===== src/rtl/sbr_pkg.sv =====
package sbr_pkg;

    typedef enum logic [3:0] {
        OP_CLR_C  = 4'd0,
        OP_SET_C  = 4'd1,
        OP_CPL_C  = 4'd2,
        OP_CLR_B  = 4'd3,
        OP_SET_B  = 4'd4,
        OP_CPL_B  = 4'd5,
        OP_B2C    = 4'd6,
        OP_C2B    = 4'd7,
        OP_AND    = 4'd8,
        OP_ANDN   = 4'd9,
        OP_OR     = 4'd10,
        OP_ORN    = 4'd11,
        OP_TSTCLR = 4'd12,
        OP_RD_B   = 4'd13,
        OP_RSV14  = 4'd14,
        OP_RSV15  = 4'd15
    } bit_op_e;

    typedef enum logic {
        ST_IDLE      = 1'b0,
        ST_WRITEBACK = 1'b1
    } ctrl_state_e;

    function automatic logic op_uses_bit(bit_op_e op);
        return (op >= OP_CLR_B) && (op <= OP_RD_B);
    endfunction

endpackage


===== src/rtl/sbr_storage.sv =====
module sbr_storage #(
    parameter int DEPTH  = 128,
    parameter int DATA_W = 8,
    localparam int ADDR_W = $clog2(DEPTH)
) (
    input  logic              clk,
    input  logic              we,
    input  logic [ADDR_W-1:0] waddr,
    input  logic [DATA_W-1:0] wdata,
    input  logic [ADDR_W-1:0] raddr_a,
    output logic [DATA_W-1:0] rdata_a,
    input  logic [ADDR_W-1:0] raddr_b,
    output logic [DATA_W-1:0] rdata_b
);
    logic [DATA_W-1:0] mem [DEPTH];

    always_ff @(posedge clk) begin
        if (we) begin
            mem[waddr] <= wdata;
        end
    end

    assign rdata_a = mem[raddr_a];
    assign rdata_b = mem[raddr_b];
endmodule


===== src/rtl/sbr_bit_alu.sv =====
module sbr_bit_alu
    import sbr_pkg::*;
(
    input  bit_op_e op,
    input  logic    old_bit,
    input  logic    carry_in,
    output logic    new_bit,
    output logic    new_carry,
    output logic    wr_bit
);
    always_comb begin
        new_bit   = old_bit;
        new_carry = carry_in;
        wr_bit    = 1'b0;
        unique case (op)
            OP_CLR_C:  new_carry = 1'b0;
            OP_SET_C:  new_carry = 1'b1;
            OP_CPL_C:  new_carry = ~carry_in;
            OP_CLR_B:  begin new_bit = 1'b0;      wr_bit = 1'b1; end
            OP_SET_B:  begin new_bit = 1'b1;      wr_bit = 1'b1; end
            OP_CPL_B:  begin new_bit = ~old_bit;  wr_bit = 1'b1; end
            OP_B2C:    new_carry = old_bit;
            OP_C2B:    begin new_bit = carry_in;  wr_bit = 1'b1; end
            OP_AND:    new_carry = carry_in & old_bit;
            OP_ANDN:   new_carry = carry_in & ~old_bit;
            OP_OR:     new_carry = carry_in | old_bit;
            OP_ORN:    new_carry = carry_in | ~old_bit;
            OP_TSTCLR: begin new_bit = 1'b0;      wr_bit = 1'b1; end
            default:   ;
        endcase
    end
endmodule


===== src/rtl/sbr_ctrl.sv =====
module sbr_ctrl
    import sbr_pkg::*;
#(
    parameter int DEPTH      = 128,
    parameter int DATA_W     = 8,
    parameter int BIT_BASE   = 32,
    parameter int BIT_BYTES  = 16,
    parameter int BIT_ADDR_W = 8,
    localparam int ADDR_W    = $clog2(DEPTH),
    localparam int POS_W     = $clog2(DATA_W),
    localparam int SEL_W     = $clog2(BIT_BYTES),
    localparam int BIT_SPACE = BIT_BYTES * DATA_W
) (
    input  logic                  clk,
    input  logic                  rst_n,
    input  logic                  bit_req,
    input  logic [3:0]            bit_op,
    input  logic [BIT_ADDR_W-1:0] bit_addr,
    input  logic                  byte_we,
    input  logic [ADDR_W-1:0]     byte_addr,
    input  logic [DATA_W-1:0]     byte_wdata,
    input  logic [DATA_W-1:0]     mem_rd,
    output logic [ADDR_W-1:0]     tgt_addr,
    output logic                  wr_en,
    output logic [ADDR_W-1:0]     wr_addr,
    output logic [DATA_W-1:0]     wr_data,
    output logic                  busy,
    output logic                  carry,
    output logic                  bit_result,
    output logic                  bit_invalid
);
    ctrl_state_e state, state_nx;
    bit_op_e     op;
    logic [POS_W-1:0]  bit_pos;
    logic [SEL_W-1:0]  byte_off;
    logic [DATA_W-1:0] src_byte, merged, pend_data;
    logic [ADDR_W-1:0] pend_addr;
    logic addr_ok, uses, bit_go, byte_wr_go, old_bit;
    logic new_bit, new_carry, wr_bit, start_wb;

    assign op         = bit_op_e'(bit_op);
    assign addr_ok    = {1'b0, bit_addr} < (BIT_ADDR_W+1)'(BIT_SPACE);
    assign uses       = op_uses_bit(op);
    assign bit_pos    = bit_addr[POS_W-1:0];
    assign byte_off   = bit_addr[POS_W +: SEL_W];
    assign tgt_addr   = ADDR_W'(BIT_BASE) + ADDR_W'(byte_off);
    assign busy       = (state == ST_WRITEBACK);
    assign bit_go     = bit_req && !busy;
    assign byte_wr_go = byte_we && !busy;

    // Same-cycle byte write is ordered ahead of the bit op
    assign src_byte = (byte_wr_go && byte_addr == tgt_addr) ? byte_wdata : mem_rd;
    assign old_bit  = addr_ok ? src_byte[bit_pos] : 1'b0;

    sbr_bit_alu u_alu (
        .op        (op),
        .old_bit   (old_bit),
        .carry_in  (carry),
        .new_bit   (new_bit),
        .new_carry (new_carry),
        .wr_bit    (wr_bit)
    );

    always_comb begin
        merged          = src_byte;
        merged[bit_pos] = new_bit;
    end

    assign start_wb = bit_go && wr_bit && addr_ok;

    always_comb begin
        state_nx = state;
        unique case (state)
            ST_IDLE:      if (start_wb) state_nx = ST_WRITEBACK;
            ST_WRITEBACK: state_nx = ST_IDLE;
            default:      state_nx = ST_IDLE;
        endcase
    end

    always_ff @(posedge clk or negedge rst_n) begin
        if (!rst_n) state <= ST_IDLE;
        else        state <= state_nx;
    end

    always_ff @(posedge clk or negedge rst_n) begin
        if (!rst_n) begin
            carry       <= 1'b0;
            bit_result  <= 1'b0;
            bit_invalid <= 1'b0;
            pend_addr   <= '0;
            pend_data   <= '0;
        end else if (bit_go) begin
            bit_invalid <= uses && !addr_ok;
            bit_result  <= uses && addr_ok && old_bit;
            if (!uses || addr_ok) carry <= new_carry;
            if (start_wb) begin
                pend_addr <= tgt_addr;
                pend_data <= merged;
            end
        end
    end

    assign wr_en   = busy || byte_wr_go;
    assign wr_addr = busy ? pend_addr : byte_addr;
    assign wr_data = busy ? pend_data : byte_wdata;

    assert_wb_one_cycle_R3: assert property (@(posedge clk) disable iff (!rst_n)
        busy |=> !busy);
    assert_b2c_copies_R5: assert property (@(posedge clk) disable iff (!rst_n)
        (bit_go && op == OP_B2C && addr_ok) |=> (carry == $past(old_bit)));
    assert_logic_no_wb_R6: assert property (@(posedge clk) disable iff (!rst_n)
        (bit_go && op >= OP_AND && op <= OP_ORN) |=> !busy);
    assert_invalid_quiet_R8: assert property (@(posedge clk) disable iff (!rst_n)
        (bit_go && uses && !addr_ok) |=> (!busy && bit_invalid && !bit_result && carry == $past(carry)));
    assert_busy_ignores_R9: assert property (@(posedge clk) disable iff (!rst_n)
        (busy && bit_req) |=> $stable(carry));
endmodule


===== src/rtl/sbr_bitram.sv =====
module sbr_bitram #(
    parameter int DEPTH      = 128,
    parameter int DATA_W     = 8,
    parameter int BIT_BASE   = 32,
    parameter int BIT_BYTES  = 16,
    parameter int BIT_ADDR_W = 8,
    localparam int ADDR_W    = $clog2(DEPTH)
) (
    input  logic                  clk,
    input  logic                  rst_n,
    input  logic [ADDR_W-1:0]     byte_addr,
    input  logic                  byte_we,
    input  logic [DATA_W-1:0]     byte_wdata,
    output logic [DATA_W-1:0]     byte_rdata,
    output logic                  busy,
    input  logic                  bit_req,
    input  logic [3:0]            bit_op,
    input  logic [BIT_ADDR_W-1:0] bit_addr,
    output logic                  bit_result,
    output logic                  bit_invalid,
    output logic                  carry
);
    logic              wr_en;
    logic [ADDR_W-1:0] wr_addr, tgt_addr;
    logic [DATA_W-1:0] wr_data, tgt_byte;

    sbr_storage #(.DEPTH(DEPTH), .DATA_W(DATA_W)) u_mem (
        .clk     (clk),
        .we      (wr_en),
        .waddr   (wr_addr),
        .wdata   (wr_data),
        .raddr_a (byte_addr),
        .rdata_a (byte_rdata),
        .raddr_b (tgt_addr),
        .rdata_b (tgt_byte)
    );

    sbr_ctrl #(
        .DEPTH(DEPTH), .DATA_W(DATA_W), .BIT_BASE(BIT_BASE),
        .BIT_BYTES(BIT_BYTES), .BIT_ADDR_W(BIT_ADDR_W)
    ) u_ctrl (
        .clk         (clk),
        .rst_n       (rst_n),
        .bit_req     (bit_req),
        .bit_op      (bit_op),
        .bit_addr    (bit_addr),
        .byte_we     (byte_we),
        .byte_addr   (byte_addr),
        .byte_wdata  (byte_wdata),
        .mem_rd      (tgt_byte),
        .tgt_addr    (tgt_addr),
        .wr_en       (wr_en),
        .wr_addr     (wr_addr),
        .wr_data     (wr_data),
        .busy        (busy),
        .carry       (carry),
        .bit_result  (bit_result),
        .bit_invalid (bit_invalid)
    );
endmodule


===== config.mk =====
export PLATFORM = sky130hd
export DESIGN_NAME = sbr_bitram
export DESIGN_NICKNAME = d
export VERILOG_FILES = /design/src/rtl/sbr_pkg.sv /design/src/rtl/sbr_storage.sv /design/src/rtl/sbr_bit_alu.sv /design/src/rtl/sbr_ctrl.sv /design/src/rtl/sbr_bitram.sv
export SDC_FILE = /design/constraint.sdc
export NUM_CORES = 1
export LEC_CHECK = 0
export ABC_AREA = 0
export BUFFER_PORTS_ARGS = -buffer_cell sky130_fd_sc_hd__buf_2
export CORE_ASPECT_RATIO = 1.75
export CORE_UTILIZATION = 40
export CTS_BUF_LIST = sky130_fd_sc_hd__clkbuf_4 sky130_fd_sc_hd__clkbuf_8
export DETAILED_ROUTE_END_ITERATION = 6
export PLACE_DENSITY = 0.67
export SLEW_MARGIN = 20
export SYNTH_ARGS = -nofsm -noshare
export SYNTH_HDL_FRONTEND = slang
export SYNTH_SLANG_ARGS = --single-unit

===== constraint.sdc =====
create_clock -name clk -period 2.55 [get_ports clk]
set_input_delay 0.1275 -clock clk [delete_from_list [all_inputs] [get_ports clk]]
set_output_delay 0.1275 -clock clk [all_outputs]
set_load 0.03 [all_outputs]

==> results of run 1 <==
[cells by family after synthesis]
| kind of cell | share of synthesized area |
|---|---|
| flip-flops | 0.743 |
| multiplexers | 0.206 |
| AND/OR/NAND/NOR | 0.0263 |
| buffers and inverters | 0.0130 |
| AO/OA/AOI/OAI | 0.0108 |
| XOR/XNOR | 0.00104 |
[layer usage]
layer | vias to the layer above | routed length (um) | track usage
met5 | - | 0 | 0
met4 | 0 | 5350 | 0.106
met3 | 236 | 5650 | 0.0322
met2 | 857 | 58800 | 0.374
met1 | 11200 | 35600 | 0.220
li1 | 8806 | - | -
[critical path: stages (launching register included)]
cell and delay [ns]:
edfxtp_1 0.37, mux4_2 0.51, mux4_2 0.59, mux4_2 0.59, mux2_4 0.34, buf_6 0.15
[per-stage QoR]
step	power (uW)	hold slack [ns]	cells	instance area (um2)	setup slack, ns
2_1_floorplan	21100	-0.168	1871	42200	-0.0809
6_report	35500	0.155	3744	49600	-0.982
3_5_place_dp	22300	0.137	3449	46200	-0.597
5_1_grt	36500	0.129	3744	49600	-1.05
4_1_cts	35800	0.0797	3741	49600	-1.06
3_3_place_gp	22300	0.126	3449	46200	-0.633
[cell usage in the layout (no fill, tap or decap), types with 9 or more instances in the layout]
cell type and n:
dlygate4sd3_1 30, mux2_4 17, buf_2 31, clkinv_1 31
mux4_2 367, clkbuf_4 38, dfrtp_1 16, clkinv_2 19
nand3_1 24, nand2_1 38, nor2_1 149, buf_12 39
edfxtp_1 1024, mux2i_1 12, clkbuf_8 149, buf_6 9
buf_4 269, bufinv_16 10
[report_power, final]
part           total (uW)  internal, uW  switching [uW]
sequential          19200         19100            57.6
combinational        2910          1210            1700
clock               13400          7090            6340
total               35500         27400            8090
[worst paths after layout]
path                                  endpoint  slack, ns
max                              byte_rdata[6]      -0.98
min                        u_ctrl.pend_data[3]       0.16
max reg2reg                u_ctrl.pend_data[6]      -0.23
min reg2reg                u_ctrl.pend_addr[5]       0.48
max in group asynchronous          u_ctrl.busy       1.67
min in group asynchronous  u_ctrl.pend_data[1]       0.45
[sequential cells by signal, summed over array words and instances (netlist names)]
signal,cells
u_ctrl.pend_data,8
u_ctrl.busy,1
u_ctrl.bit_invalid,1
u_ctrl.pend_addr,5
u_mem.mem,1024
u_ctrl.bit_result,1
u_ctrl.carry,1
[final cells by class]
type / count / area (um2) / area share
flip-flops and latches: 1041 / 31200 / 0.628
multi-input cells: 710 / 10400 / 0.209
repair buffers: 380 / 3390 / 0.0683
inverters: 7 / 26.3 / 0.000530
well taps: 1343 / 1680 / 0.0339
clock buffers: 187 / 2340 / 0.0471
diodes: 2 / 5.00 / 0.000101
clock inverters: 74 / 652 / 0.0131
[timing repair]
| action | in CTS | in global routing |
|---|---|---|
| setup endpoints to repair | 76 | 35 |
| endpoints found under the hold margin | 77 | 17 |
| buffers inserted | 1 | 0 |
| gates resized for setup | 29 | 3 |
| hold buffers | 30 | 1 |
| pin swaps | 7 | 2 |
==> metrics.log, run 1 <==
INFO  metric outcome = finished, violations left
INFO  metric violations = design-rule violations, negative setup slack
INFO  metric setup_ws = -0.982 ns
INFO  metric rr_worst_depth = 9
INFO  metric worst-endpoint-required = ~2.4 ns
INFO  metric synth_nets = 1902
INFO  metric crit_type = flip-flop to primary output
INFO  metric ant_nets = 0
INFO  metric synth-edff-count = approximately 1000
INFO  metric grt_setup_unrepaired = true
INFO  metric floorplan.die.width = between 200 and 250 um
INFO  metric master_cell_of_the_clock_root_buffer = clkbuf_8
INFO  metric worstHoldStart = byte_addr[4]
INFO  metric timing.critical_path.to_type = primary output
INFO  metric routed-via-count = around 21000
INFO  metric fin_tns_setup = -8.98 ns
INFO  metric global_route_wire_length_before_repair = 154000 um
INFO  metric fp-row-count = 156
INFO  metric achievable-frequency = about 280 MHz
INFO  metric ys_seq_area_frac = 0.743
INFO  metric clockBufferDepth = 3
INFO  metric setup-violations-final = 17
INFO  metric drv.max_cap_violation_count = 0
INFO  metric core = between 100000 and 150000 um2
INFO  metric initial_core_util = 0.405
INFO  metric yosys-top-cells-count = 1024 x edfxtp_1, 367 x mux4_2, 149 x nor2_1
INFO  metric netlist.top_cell.by_area = edfxtp_1
INFO  metric synthesis.area = 42000 um2
INFO  metric worst_ir_drop_vdd = slightly above 0.5 mV
INFO  metric detail_route.vias_per_cell = 5.64
INFO  metric drc = 20
INFO  metric static-leakage-power = 0.0161 uW
INFO  metric setup.worst_path.start = u_mem.mem[10][6]
INFO  metric worstReg2RegStart = u_mem.mem[44][7]
INFO  metric hpwlAfterDp = 71100 um
INFO  metric filler_cells_inserted = 8257
INFO  metric chipHeight = 431 um
INFO  metric post_drt_wl_per_cell = 28.1 um
INFO  metric min_path_cells = 6
INFO  metric report.final.slew_viol_count = 0
INFO  metric final_net_count = 2318
INFO  metric maximum_fanout_along_the_worst_path = 1
INFO  metric yosysWarningCount = 0
INFO  metric boundaryPins = 43
INFO  metric min-delay-path-class = primary input to flip-flop
INFO  metric grt-ovfl-total = 0
INFO  metric pwr_cell_area = 715 nW/um2
INFO  metric globalRouteTotalUtil = 0.203
INFO  metric synth_top_area_share = 0.732
INFO  metric cts.htree.levels = 4
INFO  metric grt_pass1_vias = approximately 23000
INFO  metric synth.distinct_cells = approximately 60
INFO  metric antenna_found_initial = 2
INFO  metric synth-async-reset-ratio = 0.0163
INFO  metric clock-skew-final = about 0.049 ns
INFO  metric slew_headroom = 0.458
INFO  metric totalWireLength = roughly 110000 um
INFO  metric place_congestion = 0.853
INFO  metric io_buffers = 42
INFO  metric critPathLaunchType = flip-flop
INFO  metric worst_pin_slew = 0.813 ns
INFO  metric synth-seq-cells = 1041
INFO  metric final_period_minus_worst_setup_slack = 3.53 ns
INFO  metric synthesis.instances = 1871
INFO  metric first_iter_violations = 1726
INFO  metric fraction_of_the_cycle_the_final_worst_path_needs = 1.39
INFO  metric post_route_cells_drive_above_1_share = 0.411
INFO  metric numClockSinks = 1041
INFO  metric finish.utilization = 0.479
INFO  metric grt_max_degree = 129
INFO  metric worstSkewPairLatency = 0.85 ns
INFO  metric flow.area_growth_from_synthesis = 18.2%
INFO  metric post_synth_main_area_contributors = edfxtp_1 73%, mux4_2 20%, nor2_1 1.3%
INFO  metric detailedRoute.firstPassIterationCount = 7
INFO  metric path_clk_slew = approximately 0.070 ns
INFO  metric cts_made_buffers = between 100 and 150
INFO  metric floorplan.die_area = 106000 um2
INFO  metric arrival = 3.40 ns
INFO  metric syn_avg_cell_area = 22.4 um2
INFO  metric yosys.cell_count.top_type = edfxtp_1
INFO  metric hold_violations = 0
INFO  metric cts_tree = yes
INFO  metric synth_flop_cell = edfxtp_1
Note: power is estimated with default switching activity, not from simulation.
==> run 2, diff against run 1 <==
--- a/config.mk
+++ b/config.mk
@@ -12,6 +12,7 @@
 export CTS_BUF_LIST = sky130_fd_sc_hd__clkbuf_4 sky130_fd_sc_hd__clkbuf_8
 export DETAILED_ROUTE_END_ITERATION = 6
 export PLACE_DENSITY = 0.67
+export REMOVE_ABC_BUFFERS = 1
 export SLEW_MARGIN = 20
 export SYNTH_ARGS = -nofsm -noshare
 export SYNTH_HDL_FRONTEND = slang
==> run 2 against run 1 <==
  * The flow still finishes with violations (design-rule violations, negative setup slack)
  * Die area is the same
  * First-iteration DRC count grew 3.0%
  * Sequential cell count is the same
  * Highest routed layer unchanged
==> metrics.log, run 2 (same netlist as run 1, synthesis figures left out) <==
INFO  metric cts_tree = yes
INFO  metric cts_made_buffers = 138 (-6.1%)
INFO  metric report.final.slew_viol_count = 0 (unchanged)
INFO  metric floorplan.die.width = 247 um (unchanged)
INFO  metric flow.area_growth_from_synthesis = 17.4%
INFO  metric static-leakage-power = 0.0159 uW (-1.6%)
INFO  metric layoutNonFillerInstCount = 3704 (-1.1%)
INFO  metric io_buffers = 42 (unchanged)
INFO  metric arrival = 3.38 ns (-0.02 ns)
INFO  metric worstReg2RegStart = u_mem.mem[45][5]
INFO  metric placedInstanceArea = 46100 um2 (-0.29%)
INFO  metric grt_setup_unrepaired = true
INFO  metric critPathMostFrequentCell = mux4_2
INFO  metric detail_route.vias_per_cell = 5.61 (-0.63%)
INFO  metric slew_headroom = 0.381 (-0.0773)
INFO  metric totalWireLength = 104000 um (-1.4%)
INFO  metric power.switching = 7880 uW (-2.7%)
INFO  metric critical_path.n_buffers_inverters = 1 (unchanged)
INFO  metric violations = design-rule violations, negative setup slack
INFO  metric achievable-frequency = 285 MHz (+0.70%)
INFO  metric clockBufferDepth = 3 (unchanged)
INFO  metric worst_ir_drop_vdd = 0.503 mV (-2.1%)
INFO  metric fraction_of_the_cycle_the_final_worst_path_needs = 1.38 (-0.00960)
INFO  metric numClockSinks = 1041 (unchanged)
INFO  metric regMostFlops = u_mem.mem
INFO  metric clock_share_of_power = 0.359 (-0.019)
INFO  metric pwr_cell_area = 699 nW/um2 (-2.3%)
INFO  metric largest_register_ffs = 1024 (unchanged)
INFO  metric antenna_found_initial = 1 (-1)
INFO  metric cts.htree.levels = 4 (unchanged)
INFO  metric layout.cells.most_common = edfxtp_1
INFO  metric globalRouteTotalUtil = 0.199 (-0.00365)
INFO  metric design_area = 49300 um2 (-0.71%)
INFO  metric boundaryPins = 43 (unchanged)
INFO  metric crit_type = flip-flop to primary output
INFO  metric timing.critical_path.max_delay_family = multiplexers
INFO  metric routed-via-count = 20800 (-1.7%)
INFO  metric final_period_minus_worst_setup_slack = 3.51 ns (-0.0245 ns)
INFO  metric place.detailed.instances = 3428 (-0.61%)
INFO  metric grt-ovfl-total = 0 (unchanged)
INFO  metric clock-skew-final = 0.0296 ns (-0.0195 ns)
INFO  metric chipHeight = 431 um (unchanged)
INFO  metric setup_ws = -0.957 ns (+0.0245 ns)
INFO  metric finish.utilization = 0.475 (-0.00340)
INFO  metric crit_path_max_incr_delay = 0.58 ns (about the same)
INFO  metric critical_path.cell_chain = mux4_2, mux4_2, mux4_2, mux2_4, buf_6
INFO  metric maximum_fanout_along_the_worst_path = 2 (+1)
INFO  metric post_route_cells_drive_above_1_share = 0.415 (+0.00425)
INFO  metric worst_pin_slew = 0.926 ns (+0.113 ns)
INFO  metric outcome = finished, violations left
INFO  metric initial_core_util = 0.405 (unchanged)
INFO  metric final_net_count = 2286 (-1.4%)
INFO  metric timing.critical_path.to_type = primary output
INFO  metric setup.worst_path.start = u_mem.mem[46][2]
INFO  metric master_cell_of_the_clock_root_buffer = clkbuf_8
INFO  metric setup-violations-final = 17 (unchanged)
INFO  metric min-delay-path-class = primary input to flip-flop
INFO  metric post_drt_wl_per_cell = 28.1 um (-0.33%)
INFO  metric comb_power_share = 0.084 (+0.002)
INFO  metric drc = 18 (-10%)
INFO  metric grt_pass1_vias = 22300 (-2.5%)
INFO  metric path_clk_slew = 0.07 ns (about the same)
INFO  metric ant_nets = 0 (unchanged)
INFO  metric fin_total_pwr = 34400 uW (-3.0%)
INFO  metric fp-row-count = 156 (unchanged)
INFO  metric drv.max_cap_violation_count = 0 (unchanged)
INFO  metric floorplan.die_area = 106000 um2 (unchanged)
INFO  metric worstHoldStart = byte_we
INFO  metric internal_power = 26500 uW (-3.1%)
INFO  metric hpwlAfterDp = 70000 um (-1.4%)
INFO  metric detailedRoute.firstPassIterationCount = 7 (unchanged)
INFO  metric first_iter_violations = 1778 (+3.0%)
INFO  metric timing.critical_path.slowest_stage_cell = mux4_2
INFO  metric place_congestion = 0.856 (+0.30%)
INFO  metric hold_violations = 0 (unchanged)
INFO  metric grt_max_degree = 129 (unchanged)
INFO  metric worst-endpoint-required = 2.42 ns (about the same)
INFO  metric seq_power_share = 0.556 (+0.016)
INFO  metric final_cell_mix = 1024 x edfxtp_1, 367 x mux4_2, 247 x buf_4, 145 x clkbuf_8, 114 x nor2_1
INFO  metric core = 104000 um2 (unchanged)
INFO  metric power.switching_fraction = 0.229 (+0.000717)
INFO  metric critPathLaunchType = flip-flop
INFO  metric worstSkewPairLatency = 0.80 ns (-0.05 ns)
INFO  metric largestRegisters = u_mem.mem (1024), u_ctrl.pend_data (8), u_ctrl.pend_addr (5)
INFO  metric global_route_wire_length_before_repair = 152000 um (-1.4%)
## run 2: cell count changes in the layout (fill, tap and decap cells not counted), sizes merged
cell	previous run	this run
diode	2	1
bufinv	10	5
inv	15	9
clkinvlp	6	4
clkinv	50	59
clkbuf	187	175
buf	350	330
dlygate4sd3	30	27
## run 2: repair_timing
item / in CTS / in global routing
setup endpoints to repair: 335 / 111
pin swaps: 10 / 0
resized for setup: 66 / 8
buffers inserted: 2 / 1
hold buffers: 27 / 0
hold endpoints to repair: 34 / 0
## run 2: worst reg2reg max path, stage by stage, from the launching register on
cell and delay [ns]:
edfxtp_1 0.41, buf_4 0.15, mux4_2 0.48, o22ai_2 0.19, nor2_1 0.07, mux4_2 0.51
o32ai_4 0.16, nor3_4 0.08, o2bb2ai_2 0.13, nand4b_4 0.26, a31o_1 0.26
## run 2: stage by stage
step / hold WS, ns / TNS (ns) / setup WS [ns]
after CTS: 0.154 / -9.60 / -1.00
final: 0.221 / -9.23 / -0.957
after global placement: 0.0959 / -33.73 / -0.548
after floorplan: -0.168 / -219.85 / -0.684
after detailed placement: 0.110 / -49.33 / -0.578
after global routing: 0.265 / -10.74 / -0.970
## run 2: area by class of cell
type	instances	area [um2]
Inverter	7	26.3
Clock inverter	70	455
Antenna cell	1	2.50
Fill cell	8182	54400
Tap cell	1343	1680
Clock buffer	175	2220
Sequential cell	1041	31200
Multi-Input combinational cell	710	10500
Timing Repair Buffer	357	3240
## run 2: worst paths after layout
| check | endpoint | slack, ns | cells past startpoint |
|---|---|---|---|
| worst max register to register | u_ctrl.pend_data[7] | -0.28 | 10 |
| min in group asynchronous | u_ctrl.pend_addr[0] | 0.58 | 3 |
| max in group asynchronous | u_ctrl.pend_addr[5] | 1.39 | 3 |
| worst min-delay path | u_mem.mem[74][0] | 0.22 | 5 |
| worst max-delay path | byte_rdata[2] | -0.96 | 5 |
| worst min register to register | u_ctrl.pend_addr[2] | 0.49 | 2 |
## run 2: metal layers
metal  track usage  part of all wire  vias up
li1              -                 -     8738
met1         0.220              0.35    11000
met2         0.365              0.55      764
met3        0.0308             0.048      226
met4         0.103             0.053        0
met5             0                 0        -
## run 2: power by group through the flow
| stage | Combinational [uW] | Clock (uW) | Sequential (uW) |
|---|---|---|---|
| 4_1_cts | 2920 | 12600 | 19100 |
| 3_5_place_dp | 2820 | 0 | 19500 |
| 2_1_floorplan | 1280 | 0 | 19500 |
| 6_report | 2910 | 12400 | 19200 |
| 3_3_place_gp | 2750 | 0 | 19500 |
| 5_1_grt | 3040 | 13200 | 19100 |
